===== config.mk =====
export PLATFORM = sky130hd
export DESIGN_NAME = ea_unit
export DESIGN_NICKNAME = d
export VERILOG_FILES = /design/src/rtl/ea_pkg.sv /design/src/rtl/ea_page_form.sv /design/src/rtl/ea_datapath.sv /design/src/rtl/ea_ctrl.sv /design/src/rtl/ea_unit.sv
export SDC_FILE = /design/constraint.sdc
export NUM_CORES = 1
export LEC_CHECK = 0
export BUFFER_PORTS_ARGS = -buffer_cell sky130_fd_sc_hd__buf_4
export CAP_MARGIN = 20
export CORE_ASPECT_RATIO = 1.4
export CORE_UTILIZATION = 41
export CTS_CLUSTER_DIAMETER = 120
export CTS_CLUSTER_SIZE = 10
export DETAILED_ROUTE_END_ITERATION = 6
export PLACE_DENSITY = 0.76
export SETUP_SLACK_MARGIN = 0.4
export SLEW_MARGIN = 0
export SYNTH_ARGS = -nofsm -noshare
export SYNTH_HDL_FRONTEND = slang
export SYNTH_SLANG_ARGS = --single-unit
export TNS_END_PERCENT = 10

===== constraint.sdc =====
create_clock -name clk -period 1.95 [get_ports clk]
set_clock_uncertainty 0.2 [all_clocks]
set_input_delay 0.39 -clock clk [delete_from_list [all_inputs] [get_ports clk]]
set_output_delay 0.39 -clock clk [all_outputs]
set_load 0.01 [all_outputs]

===== src/rtl/ea_pkg.sv =====
package ea_pkg;

  typedef enum logic [1:0] {
    EA_IDLE  = 2'd0,
    EA_WALK  = 2'd1,
    EA_FIN   = 2'd2,
    EA_FAULT = 2'd3
  } eaState_t;

  // strobes from control to datapath
  typedef struct packed {
    logic captureDirect;  // load pointer/result from the formed address, clear depth
    logic advancePtr;     // follow fetched indirect word, bump depth
    logic latchFinal;     // fetched word ends the chain
  } eaStrobes_t;

endpackage


===== src/rtl/ea_page_form.sv =====
module ea_page_form #(
  parameter int ADDR_W = 15,
  parameter int DISP_W = 10
) (
  input  logic [ADDR_W-DISP_W-1:0] pcPage,
  input  logic [DISP_W-1:0]        disp,
  input  logic                     curPage,
  output logic [ADDR_W-1:0]        directAddr
);
  localparam int PAGE_W = ADDR_W - DISP_W;

  assign directAddr[DISP_W-1:0] = disp;

  // page bits are forced to zero unless the current page is selected
  for (genvar g = 0; g < PAGE_W; g++) begin : gPage
    assign directAddr[DISP_W+g] = curPage & pcPage[g];
  end

endmodule


===== src/rtl/ea_datapath.sv =====
module ea_datapath
  import ea_pkg::*;
#(
  parameter int ADDR_W    = 15,
  parameter int DATA_W    = 16,
  parameter int DISP_W    = 10,
  parameter int MAX_DEPTH = 64
) (
  input  logic                     clk,
  input  logic                     rstN,
  input  eaStrobes_t               strobe,
  input  logic [DISP_W:0]          instrLow,
  input  logic [ADDR_W-DISP_W-1:0] pcPage,
  input  logic [DATA_W-1:0]        accA,
  input  logic [DATA_W-1:0]        accB,
  input  logic [DATA_W-1:0]        memRdData,
  output logic [ADDR_W-1:0]        ptrAddr,
  output logic [ADDR_W-1:0]        effAddr,
  output logic                     ptrIsAcc,
  output logic                     wordIndirect,
  output logic                     atLimit
);
  localparam int DEPTH_W = $clog2(MAX_DEPTH + 1);

  logic [ADDR_W-1:0]  directAddr;
  logic [DATA_W-1:0]  srcWord;
  logic [DEPTH_W-1:0] depthCnt;

  ea_page_form #(
    .ADDR_W(ADDR_W),
    .DISP_W(DISP_W)
  ) u_page (
    .pcPage    (pcPage),
    .disp      (instrLow[DISP_W-1:0]),
    .curPage   (instrLow[DISP_W]),
    .directAddr(directAddr)
  );

  // words 0 and 1 are shadowed by the accumulators
  assign ptrIsAcc = (ptrAddr[ADDR_W-1:1] == '0);

  always_comb begin
    if (!ptrIsAcc)       srcWord = memRdData;
    else if (ptrAddr[0]) srcWord = accB;
    else                 srcWord = accA;
  end

  assign wordIndirect = srcWord[DATA_W-1];
  assign atLimit      = (depthCnt == DEPTH_W'(MAX_DEPTH - 1));

  always_ff @(posedge clk or negedge rstN) begin
    if (!rstN) begin
      ptrAddr  <= '0;
      effAddr  <= '0;
      depthCnt <= '0;
    end else if (strobe.captureDirect) begin
      ptrAddr  <= directAddr;
      effAddr  <= directAddr;
      depthCnt <= '0;
    end else if (strobe.advancePtr) begin
      ptrAddr  <= srcWord[ADDR_W-1:0];
      depthCnt <= depthCnt + 1'b1;
    end else if (strobe.latchFinal) begin
      effAddr  <= srcWord[ADDR_W-1:0];
    end
  end

endmodule


===== src/rtl/ea_ctrl.sv =====
module ea_ctrl
  import ea_pkg::*;
(
  input  logic       clk,
  input  logic       rstN,
  input  logic       reqValid,
  input  logic       reqIndirect,
  input  logic       ptrIsAcc,
  input  logic       memGnt,
  input  logic       wordIndirect,
  input  logic       atLimit,
  output eaStrobes_t strobe,
  output logic       reqReady,
  output logic       memReq,
  output logic       done,
  output logic       depthErr
);
  eaState_t state, stateNext;
  logic     wordTaken;

  assign wordTaken = (state == EA_WALK) && (ptrIsAcc || memGnt);

  always_comb begin
    stateNext = state;
    unique case (state)
      EA_IDLE:  if (reqValid) stateNext = reqIndirect ? EA_WALK : EA_FIN;
      EA_WALK:  if (wordTaken) begin
                  if (!wordIndirect) stateNext = EA_FIN;
                  else if (atLimit)  stateNext = EA_FAULT;
                end
      EA_FIN:   stateNext = EA_IDLE;
      EA_FAULT: stateNext = EA_IDLE;
      default:  stateNext = EA_IDLE;
    endcase
  end

  always_ff @(posedge clk or negedge rstN) begin
    if (!rstN) state <= EA_IDLE;
    else       state <= stateNext;
  end

  always_comb begin
    strobe.captureDirect = (state == EA_IDLE) && reqValid;
    strobe.advancePtr    = wordTaken && wordIndirect && !atLimit;
    strobe.latchFinal    = wordTaken && !wordIndirect;
  end

  assign reqReady = (state == EA_IDLE);
  assign memReq   = (state == EA_WALK) && !ptrIsAcc;
  assign done     = (state == EA_FIN);
  assign depthErr = (state == EA_FAULT);

endmodule


===== src/rtl/ea_unit.sv =====
module ea_unit
  import ea_pkg::*;
#(
  parameter int ADDR_W    = 15,
  parameter int DATA_W    = 16,
  parameter int DISP_W    = 10,
  parameter int MAX_DEPTH = 64
) (
  input  logic              clk,
  input  logic              rstN,
  input  logic              reqValid,
  output logic              reqReady,
  input  logic [DATA_W-1:0] instrWord,
  input  logic [ADDR_W-1:0] progCounter,
  input  logic [DATA_W-1:0] accA,
  input  logic [DATA_W-1:0] accB,
  output logic              memReq,
  output logic [ADDR_W-1:0] memAddr,
  input  logic              memGnt,
  input  logic [DATA_W-1:0] memRdData,
  output logic              done,
  output logic [ADDR_W-1:0] effAddr,
  output logic              depthErr
);
  eaStrobes_t strobe;
  logic       ptrIsAcc, wordIndirect, atLimit;
  logic [ADDR_W-1:0] ptrAddr;

  // opcode field and in-page counter bits play no part in the address
  logic unusedBits;
  assign unusedBits = ^{instrWord[DATA_W-2:DISP_W+1], progCounter[DISP_W-1:0]};

  ea_ctrl u_ctrl (
    .clk         (clk),
    .rstN        (rstN),
    .reqValid    (reqValid),
    .reqIndirect (instrWord[DATA_W-1]),
    .ptrIsAcc    (ptrIsAcc),
    .memGnt      (memGnt),
    .wordIndirect(wordIndirect),
    .atLimit     (atLimit),
    .strobe      (strobe),
    .reqReady    (reqReady),
    .memReq      (memReq),
    .done        (done),
    .depthErr    (depthErr)
  );

  ea_datapath #(
    .ADDR_W   (ADDR_W),
    .DATA_W   (DATA_W),
    .DISP_W   (DISP_W),
    .MAX_DEPTH(MAX_DEPTH)
  ) u_dp (
    .clk         (clk),
    .rstN        (rstN),
    .strobe      (strobe),
    .instrLow    (instrWord[DISP_W:0]),
    .pcPage      (progCounter[ADDR_W-1:DISP_W]),
    .accA        (accA),
    .accB        (accB),
    .memRdData   (memRdData),
    .ptrAddr     (ptrAddr),
    .effAddr     (effAddr),
    .ptrIsAcc    (ptrIsAcc),
    .wordIndirect(wordIndirect),
    .atLimit     (atLimit)
  );

  assign memAddr = ptrAddr;

endmodule


==> impl_metrics.tcl <==
set metrics [dict create \
    status "complete, but fails checks" \
    violations "setup timing" \
    yosysTopAreaCellShare_pct 42.35 \
    final_common_cell "buf_4" \
    layout_common_cells "114 x buf_4, 39 x dfrtp_1, 30 x buf_6, 17 x mux2i_1, 17 x nand2_1" \
    ys_seq_area_share_pct 42.35 \
    syn_nets 313 \
    synth_area_leaders "dfrtp_1 42%, mux2i_1 8.3%, a221o_1 4.3%" \
    cts_root_buffer "clkbuf_8" \
    drtPass1Iterations 7 \
    critical_path_class "reg -> reg" \
    leakagePower_nw 1.757 \
    diodes 0 \
    die_h_um 90.71 \
    period_minus_slack_ps 2251 \
    place_hpwl_mm 5.458 \
    totalWireLength_mm 7.486 \
    fin_cells 431 \
    cts_sinks 39 \
    synth_seq_cells 39 \
    pwr-share-clk_pct 16.5 \
    swShare_pct 34.84 \
    final_nets 448 \
    grt_max_degree 40 \
    syn_area_um2 2305 \
    rsz0062_at_grt "yes" \
    cts_buffer_depth 2 \
    whs_ps 101.7 \
    synth.avg_cell_area_um2 10.06 \
    setup_viol 39 \
    start_util_pct 43.69 \
    endpoint_kind "flip-flop" \
    preCtsSetupSlack_ps -266.4 \
    finalHoldViolations 0 \
    cts_tree "done" \
    worstSkewPairLatency_ps 290 \
    drc_errors 0 \
    ir_worst_vdd_v 0.0007067 \
    die_w_um 65.37 \
    num_vias 2511 \
    die-area_um2 5929 \
    boundaryPins 117 \
    cap_violations 0 \
    yosysWarnings 0 \
    netlist-cell-type-count 35 \
    drive_above_1_share_pct 48.49 \
    syn_inst 229 \
    critPathRequiredTime_ps 1910 \
    p_int_mw 2.784 \
    worstPathMaxFanout 12 \
    slew_viol_final 0 \
    place_congestion 0.8411 \
    grt_overflow 0 \
    grt_pass1_vias 2511 \
    finalCritPeriodShare_pct 115.4 \
    relSlewSlack_pct 65.68 \
    p_total_mw 4.272 \
    critPathLaunchType "flip-flop" \
    drtIter0Drc 164 \
    viasPerCell 5.826 \
    tightest_slew_ps 514.9 \
    wl_per_cell_um 17.37 \
    h-tree-depth 2 \
    dp_cells 420 \
    hp-class "in -> reg" \
    cellPowerDensity_nw_per_um2 1135 \
    seqPwrFrac_pct 31.5 \
    coreArea_um2 5275 \
    max_clock_freq_mhz 444.3 \
    area_growth_pct 63.30 \
    grtUsageTotal_pct 25.36 \
    antenna_left 0 \
    port_buffers 102 \
    yosysTopAreaCell "dfrtp_1" \
    grt_pass1_wl_mm 11.62 \
    cts_made_buffers 5 \
    fin_ws_ps -300.9 \
    cts.clk_slew.worst_paths_ps 80 \
    cp.arrival_ps 2210 \
    antenna_found_initial 0 \
    combPwrFrac_pct 52.0 \
    switching_power_mw 1.488 \
    row_count 31 \
]
## worst max-delay path, stage by stage (launching register included)
cell	delay, ps
dfrtp_1	400
nor4_2	310
buf_4	170
nand4_2	160
mux2i_4	320
buf_12	180
a311oi_1	50
a311o_1	320
## Yosys cell counts
master     n
a21oi_1    7
mux2i_1   19
nor3_1    16
mux2_2     5
a221o_1   10
xor2_1     1
and4b_1    1
nor2_2     1
nor2b_1    3
a211oi_1   7
buf_4      3
o31ai_1    3
a311oi_1  10
buf_2     11
nand2_1   17
mux2i_2    1
a21boi_0   1
clkbuf_1   7
dfrtp_1   39
nor2_1     7
nand2b_1   1
inv_1      2
o311a_1    1
a31oi_1   16
o21ai_0    2
nand3_1    1
and4_1     1
o211ai_1   3
or2_1      5
nor4_2     3
and2_1     3
and3_1    10
ha_1       1
a311o_1   10
nand4_2    1
## state kept, by name (all words and copies together), names as in the netlist
name,count
u_dp.depthCnt,7
u_dp.ptrAddr,15
u_dp.effAddr,15
u_ctrl.state,2
## layout make-up
cell class,count,area [um2]
well taps,66,82.58
clock buffers,6,82.58
repair buffers,149,1284
flip-flops and latches,39,975.9
inverters,2,7.507
multi-input cells,167,1296
fillers,421,1511
clock inverters,2,35.03
## worst paths after layout
kind | start | end | slack [ps] | cells after the start
min | instrWord[15] | u_ctrl.state[1] | 100 | 2
min reg2reg | u_dp.effAddr[4] | u_dp.effAddr[4] | 320 | 1
min in group asynchronous | rstN | u_dp.effAddr[4] | 410 | 2
max | u_dp.ptrAddr[3] | u_dp.ptrAddr[0] | -300 | 7
max reg2reg | u_dp.ptrAddr[3] | u_dp.ptrAddr[0] | -300 | 7
max in group asynchronous | rstN | u_dp.ptrAddr[10] | 770 | 2
## repair_timing
item	CTS	global route
endpoints found under the hold margin	39	0
endpoints found under the setup margin	55	57
buffers inserted	2	0
hold buffers	1	0
pin swaps	2	5
resized for setup	27	16
cloned	0	0
## metrics by stage
| stage | instance area (um2) | util, % | TNS (ps) |
|---|---|---|---|
| 6_report | 3764 | 71.35 | -8706 |
| 5_1_grt | 3764 | 71.35 | -12420 |
| 4_1_cts | 3699 | 70.11 | -8123 |
| 3_5_place_dp | 3445 | 65.30 | -8160 |
| 3_3_place_gp | 3445 | 65.30 | -6622 |
| 2_1_floorplan | 2331 | - | -1137 |
## power by group through the flow
stage	clock network, mW	logic, mW	registers, mW
floorplan	0	0.754	1.43
global placement	0	1.97	1.29
detailed placement	0	2.01	1.30
CTS	0.715	2.17	1.33
global route	0.746	2.37	1.38
finish	0.703	2.22	1.35
## cells by family after synthesis
group,count (synthesis),share of synthesized area [%]
compound gates,70,23.78
simple gates,70,16.83
flops,39,42.35
mux,25,11.29
buf+inv,23,4.832
xor+xnor,1,0.3801
fa+ha+maj,1,0.5428
## per-layer routing
layer	up-vias	share of wire [%]	GRT usage, %	wire length [um]
met3	10	4.9	4.167	366
met1	1240	38	29.24	2873
li1	1173	-	-	-
met4	0	1.6	7.065	120
met5	-	0	0	0
met2	88	55	46.56	4125
(Power assumes the default switching activity.)
